$ cat config.mk
export PLATFORM = sky130hd
export DESIGN_NAME = link_integrity_mon
export DESIGN_NICKNAME = d
export VERILOG_FILES = /design/src/rtl/lim_pkg.sv /design/src/rtl/lim_lp_gen.sv /design/src/rtl/lim_link_fsm.sv /design/src/rtl/lim_pol_det.sv /design/src/rtl/link_integrity_mon.sv
export SDC_FILE = /design/constraint.sdc
export NUM_CORES = 1
export LEC_CHECK = 0
export ABC_AREA = 1
export CAP_MARGIN = 40
export CORE_MARGIN = 3
export CORE_UTILIZATION = 51
export DETAILED_ROUTE_END_ITERATION = 12
export PLACE_DENSITY = 0.65
export SKIP_CTS_REPAIR_TIMING = 1
export SLEW_MARGIN = 10
export SYNTH_ARGS = -nofsm -noshare
export SYNTH_HDL_FRONTEND = slang
export SYNTH_SLANG_ARGS = --single-unit
$ cat constraint.sdc
create_clock -name clk_i -period 1.7 [get_ports clk_i]
set_input_delay 0.255 -clock clk_i [delete_from_list [all_inputs] [get_ports clk_i]]
set_output_delay 0.255 -clock clk_i [all_outputs]
set_load 0.005 [all_outputs]
$ cat src/rtl/lim_pkg.sv
package lim_pkg;
  typedef enum logic [1:0] {
    LNK_FAIL  = 2'd0,
    LNK_ARMED = 2'd1,
    LNK_PASS  = 2'd2
  } link_st_e;

  function automatic int unsigned cnt_w(input int unsigned n);
    return (n < 2) ? 1 : $clog2(n);
  endfunction
endpackage

$ cat src/rtl/lim_lp_gen.sv
module lim_lp_gen #(
  parameter int unsigned PERIOD = 160000
) (
  input  logic clk_i,
  input  logic rst_ni,
  input  logic tx_busy_i,
  input  logic tx_eof_i,
  output logic lp_req_o
);
  localparam int unsigned W = lim_pkg::cnt_w(PERIOD);
  localparam logic [W-1:0] LAST = W'(PERIOD - 1);

  logic [W-1:0] cnt_q;
  logic         req_q;

  always_ff @(posedge clk_i or negedge rst_ni) begin
    if (!rst_ni) begin
      cnt_q <= '0;
      req_q <= 1'b0;
    end else begin
      req_q <= 1'b0;
      if (tx_busy_i || tx_eof_i) begin
        cnt_q <= '0;
      end else if (cnt_q == LAST) begin
        cnt_q <= '0;
        req_q <= 1'b1;
      end else begin
        cnt_q <= cnt_q + W'(1);
      end
    end
  end

  assign lp_req_o = req_q;
endmodule

$ cat src/rtl/lim_link_fsm.sv
module lim_link_fsm #(
  parameter int unsigned LOSS_CYC    = 640000,
  parameter int unsigned REQ_MIN_GAP = 60000,
  parameter int unsigned REQ_MAX_GAP = 500000
) (
  input  logic clk_i,
  input  logic rst_ni,
  input  logic rx_pkt_i,
  input  logic rx_lp_i,
  output logic link_pass_o
);
  import lim_pkg::*;

  localparam int unsigned SPAN = (LOSS_CYC > REQ_MAX_GAP) ? LOSS_CYC : REQ_MAX_GAP;
  localparam int unsigned W    = cnt_w(SPAN);
  localparam logic [W-1:0] LOSS_LAST = W'(LOSS_CYC - 1);
  localparam logic [W-1:0] WIN_LAST  = W'(REQ_MAX_GAP - 1);
  localparam logic [W-1:0] GAP_MIN   = W'(REQ_MIN_GAP);

  link_st_e     st_q, st_d;
  logic [W-1:0] tmr_q, tmr_d;

  // one timer: gap since first pulse while armed, idle time while passing
  always_comb begin
    st_d  = st_q;
    tmr_d = tmr_q;
    unique case (st_q)
      LNK_FAIL: begin
        tmr_d = '0;
        if (rx_pkt_i)     st_d = LNK_PASS;
        else if (rx_lp_i) st_d = LNK_ARMED;
      end
      LNK_ARMED: begin
        if (rx_pkt_i) begin
          st_d  = LNK_PASS;
          tmr_d = '0;
        end else if (rx_lp_i) begin
          tmr_d = '0;
          // elapsed gap is tmr_q+1; too early restarts the window
          if (tmr_q >= GAP_MIN) st_d = LNK_PASS;
        end else if (tmr_q == WIN_LAST) begin
          st_d  = LNK_FAIL;
          tmr_d = '0;
        end else begin
          tmr_d = tmr_q + W'(1);
        end
      end
      LNK_PASS: begin
        if (rx_pkt_i || rx_lp_i) begin
          tmr_d = '0;
        end else if (tmr_q == LOSS_LAST) begin
          st_d  = LNK_FAIL;
          tmr_d = '0;
        end else begin
          tmr_d = tmr_q + W'(1);
        end
      end
      default: begin
        st_d  = LNK_FAIL;
        tmr_d = '0;
      end
    endcase
  end

  always_ff @(posedge clk_i or negedge rst_ni) begin
    if (!rst_ni) begin
      st_q  <= LNK_FAIL;
      tmr_q <= '0;
    end else begin
      st_q  <= st_d;
      tmr_q <= tmr_d;
    end
  end

  assign link_pass_o = (st_q == LNK_PASS);
endmodule

$ cat src/rtl/lim_pol_det.sv
module lim_pol_det #(
  parameter int unsigned NEG_FRAMES = 4
) (
  input  logic clk_i,
  input  logic rst_ni,
  input  logic rx_lp_i,
  input  logic rx_lp_rev_i,
  input  logic rx_eof_i,
  input  logic rx_eof_neg_i,
  output logic pol_rev_o
);
  localparam int unsigned RW = $clog2(NEG_FRAMES + 1);
  localparam logic [RW-1:0] TGT = RW'(NEG_FRAMES);

  logic          seen_q, seen_d;
  logic [RW-1:0] run_q, run_d;
  logic          rev_q, rev_d;

  always_comb begin
    seen_d = seen_q | (rx_lp_i & rx_lp_rev_i);
    run_d  = run_q;
    if (rx_eof_i) begin
      if (!rx_eof_neg_i)    run_d = '0;
      else if (run_q != TGT) run_d = run_q + RW'(1);
    end
    rev_d = rev_q | (seen_d & (run_d == TGT));
  end

  always_ff @(posedge clk_i or negedge rst_ni) begin
    if (!rst_ni) begin
      seen_q <= 1'b0;
      run_q  <= '0;
      rev_q  <= 1'b0;
    end else begin
      seen_q <= seen_d;
      run_q  <= run_d;
      rev_q  <= rev_d;
    end
  end

  assign pol_rev_o = rev_q;
endmodule

$ cat src/rtl/link_integrity_mon.sv
module link_integrity_mon #(
  parameter int unsigned LP_PERIOD   = 160000,
  parameter int unsigned LOSS_CYC    = 640000,
  parameter int unsigned REQ_MIN_GAP = 60000,
  parameter int unsigned REQ_MAX_GAP = 500000,
  parameter int unsigned NEG_FRAMES  = 4
) (
  input  logic clk_i,
  input  logic rst_ni,
  input  logic tx_busy_i,
  input  logic tx_eof_i,
  input  logic rx_pkt_i,
  input  logic rx_lp_i,
  input  logic rx_lp_rev_i,
  input  logic rx_eof_i,
  input  logic rx_eof_neg_i,
  input  logic auto_fix_en_i,
  output logic link_pass_o,
  output logic lp_req_o,
  output logic pol_rev_o,
  output logic pol_swap_o
);
  logic pol_rev;

  lim_lp_gen #(.PERIOD(LP_PERIOD)) u_lp_gen (
    .clk_i     (clk_i),
    .rst_ni    (rst_ni),
    .tx_busy_i (tx_busy_i),
    .tx_eof_i  (tx_eof_i),
    .lp_req_o  (lp_req_o)
  );

  lim_link_fsm #(
    .LOSS_CYC    (LOSS_CYC),
    .REQ_MIN_GAP (REQ_MIN_GAP),
    .REQ_MAX_GAP (REQ_MAX_GAP)
  ) u_link (
    .clk_i       (clk_i),
    .rst_ni      (rst_ni),
    .rx_pkt_i    (rx_pkt_i),
    .rx_lp_i     (rx_lp_i),
    .link_pass_o (link_pass_o)
  );

  lim_pol_det #(.NEG_FRAMES(NEG_FRAMES)) u_pol (
    .clk_i        (clk_i),
    .rst_ni       (rst_ni),
    .rx_lp_i      (rx_lp_i),
    .rx_lp_rev_i  (rx_lp_rev_i),
    .rx_eof_i     (rx_eof_i),
    .rx_eof_neg_i (rx_eof_neg_i),
    .pol_rev_o    (pol_rev)
  );

  assign pol_rev_o  = pol_rev;
  assign pol_swap_o = pol_rev & auto_fix_en_i;
endmodule

==> results.yml <==
timing:
  post-route-min-period_ps: 1560
  finalSetupViolCount: 0
  timing.fmax_ghz: 0.642
  slew_violations: 0
  fin_crit_sh: 0.916
  slew_headroom: 0.769
  skew_ps: 7.56
  hold_viol_final: 0
  hold_slack_ps: 446
  worst_slew_pin_slew_ps: 344
finish:
  multiInputGateArea_sq_mm: 0.00138
  n_antenna_cell: 0
  seqCellArea_sq_mm: 0.00115
  syn_to_final_growth_pct: 16.3
  drive_gt1_frac: 0.168
  final_net_count: 393
  utilization: 0.640
  nFillCells: 478
floorplan:
  fp.dieArea_sq_mm: 0.00624
  die_height_um: 79.0
  initial_core_util: 0.550
  die_x_um: 79.0
  coreArea_sq_mm: 0.00494
  rows: 25
  ios: 14
critical_path:
  endpoint: "u_link.tmr_q[19]"
  endpoint_kind: "flop"
  crit_family: "simple AND/OR/NAND/NOR gates"
  required_ps: 1890
  path_cells: "ha_2 > nand3_2 > nor2_4 > nand3_2 > nand2_1 > nand2_2 > nand2_8 > nor2_1"
  slowest_stage: "dfrtp_1"
  arrival_ps: 1750
  r2r-end: "u_link.tmr_q[19]"
  cpMostUsedCell: "nand3_2"
  crit_path_max_incr_delay_ps: 370
  reg2reg_from: "u_link.tmr_q[1]"
  path_class: "flop to flop"
  cp-start-kind: "flop"
  reg2regPathDepth: 8
  reg2reg_setup_slack_ps: 140
  crit_start: "u_link.tmr_q[1]"
  crit_fanout: 19
  timing.critical_path.buf_inv: 0
  cp.depth: 8
global_routing:
  grt_max_degree: 47
  antenna_found_initial: 0
  grt_pass1_vias: 2201
  grt.overflow.total: 0
  grt_usage: 0.187
  grt_pass1_wl_um: 9330
logic_synthesis:
  yosys_warnings: 0
  netlist_instances: 343
  synth_edf_count: 0
  synth.avg_cell_area_sq_um: 7.92
  ys_types: 29
  synth-seq-cells: 46
  yosys.area.top_type_share: 0.424
  synth_largest_area_cell: "dfrtp_1"
  synth_common_cells: "nor2_1 (60), nand2_1 (52), inv_1 (48)"
  synthTopCellsByArea: "dfrtp_1 (42%), nor2_1 (8.3%), nand2_1 (7.2%)"
  syn_area_sq_mm: 0.00272
  synth_nets: 361
  async_reset_ff_frac: 1.00
  ys_seq_area_frac: 0.424
  yosysMostFrequentCell: "nor2_1"
  synthFlopType: "dfrtp_1"
route:
  firstDrtPassIters: 4
  ant_nets: 0
  via_per_inst: 5.02
  drtIter0Drc: 98
  wl_per_cell_um: 12.0
  drc: 0
  routed_wl_um: 5330
  vias: 2223
clock_tree:
  cts_tree: "done"
  clockBufferDepth: 2
  cts.sinks: 46
  clock_latency_ps: 300
  htreeDepth: 2
  root_buffer: "clkbuf_8"
  cts_buffers: 5
  clkSlewWorstSetupHoldPaths_ps: 90
min_path:
  worstHoldPathType: "flop to flop"
power_and_ir_drop:
  p_per_area_mw_per_mm2: 758
  swShare: 0.299
  comb_power_share: 0.217
  power_frac_clock: 0.289
  seq_power_share: 0.494
  switching_power_w: 0.000716
  p_total_w: 0.00240
  p_int_w: 0.00168
  leakage_nw: 1.33
  peakVddDrop_uv: 408
outcome:
  status: "finished clean"
place:
  port-buffer-count: 13
  hpwl_um: 3930
  globalplace.congestion: 0.869
flow_run:
  cap_violations: 0
## logic make-up after synthesis
group / Yosys count / synth area share
simple gates: 195 / 0.355
flops: 46 / 0.424
buf+inv: 54 / 0.0833
compound gates: 24 / 0.0497
fa+ha+maj: 8 / 0.0368
xor+xnor: 16 / 0.0516
## worst min path at each step
stage / start / endpoint / slack [ps] / cells past startpoint
finish: u_pol.seen_q / u_pol.seen_q / 450 / 2
global route: rst_ni / u_link.tmr_q[6] / 490 / 3
CTS: rst_ni / u_link.tmr_q[6] / -80 / 2
detailed placement: rst_ni / u_link.tmr_q[6] / 250 / 2
global placement: rst_ni / u_link.tmr_q[5] / 250 / 2
floorplan: rst_ni / u_link.st_q[0] / -40 / 0
## layout make-up
class | count | share of cell area
multi-input cells | 243 | 0.436
repair buffers | 27 | 0.0823
inverters | 52 | 0.0617
clock inverters | 3 | 0.00791
well taps | 67 | 0.0265
flip-flops and latches | 46 | 0.364
clock buffers | 5 | 0.0218
## worst min-delay path, stage by stage (launching register included)
cell and delay [ps]:
dfrtp_1 330, a21oi_1 50, inv_1 40
## metrics by stage
step                std cells  setup WS, ps  area, sq um  setup TNS (ps)
floorplan                 343           184         2720               0
CTS                       438          -121         3080            -121
finish                    443           143         3160               0
global placement          430          99.2         2990               0
global route              443         -1.02         3160           -1.02
detailed placement        430          30.5         2990               0
## flip-flops by register name (all words and copies together) (netlist names)
register / count
u_link.st_q: 2
u_link.tmr_q: 20
u_pol.run_q: 3
u_pol.pol_rev_o: 1
u_lp_gen.cnt_q: 18
u_pol.seen_q: 1
u_lp_gen.lp_req_o: 1
## power groups by stage
| stage | Combinational [W] | Sequential, W | Clock (W) |
|---|---|---|---|
| after floorplan | 0.000291 | 0.00120 | 0 |
| after global placement | 0.000452 | 0.00120 | 0 |
| after detailed placement | 0.000457 | 0.00121 | 0 |
| after CTS | 0.000460 | 0.00118 | 0.000722 |
| after global routing | 0.000601 | 0.00119 | 0.000768 |
| final | 0.000519 | 0.00118 | 0.000693 |
## placed cells by master, fill, tap and decap left out, types with 4 or more instances in the layout
cell,synthesis,routed
nor2_4,5,6
nand4_1,9,9
nor2_1,60,59
dfrtp_1,46,46
nand2_1,52,52
nand2_2,4,4
ha_1,8,6
nor2_2,12,12
xnor2_1,5,5
o21ai_0,8,8
nand3_1,18,18
nor3_1,22,21
xor2_1,11,11
a21oi_1,11,10
nand3_2,6,5
clkbuf_8,0,5
inv_2,4,5
clkdlybuf4s50_1,0,11
buf_4,0,11
inv_1,48,47
## routing by layer
metal  routed length, um  vias to the layer above  share of wire  global-route usage
met3                 124                        5          0.023              0.0283
met2                2700                       30           0.51               0.325
met5                   0                        -              0                   0
li1                    -                     1155              -                   -
met4                  68                        0          0.013              0.0704
met1                2430                     1033           0.46               0.234
(Power assumes the default switching activity.)
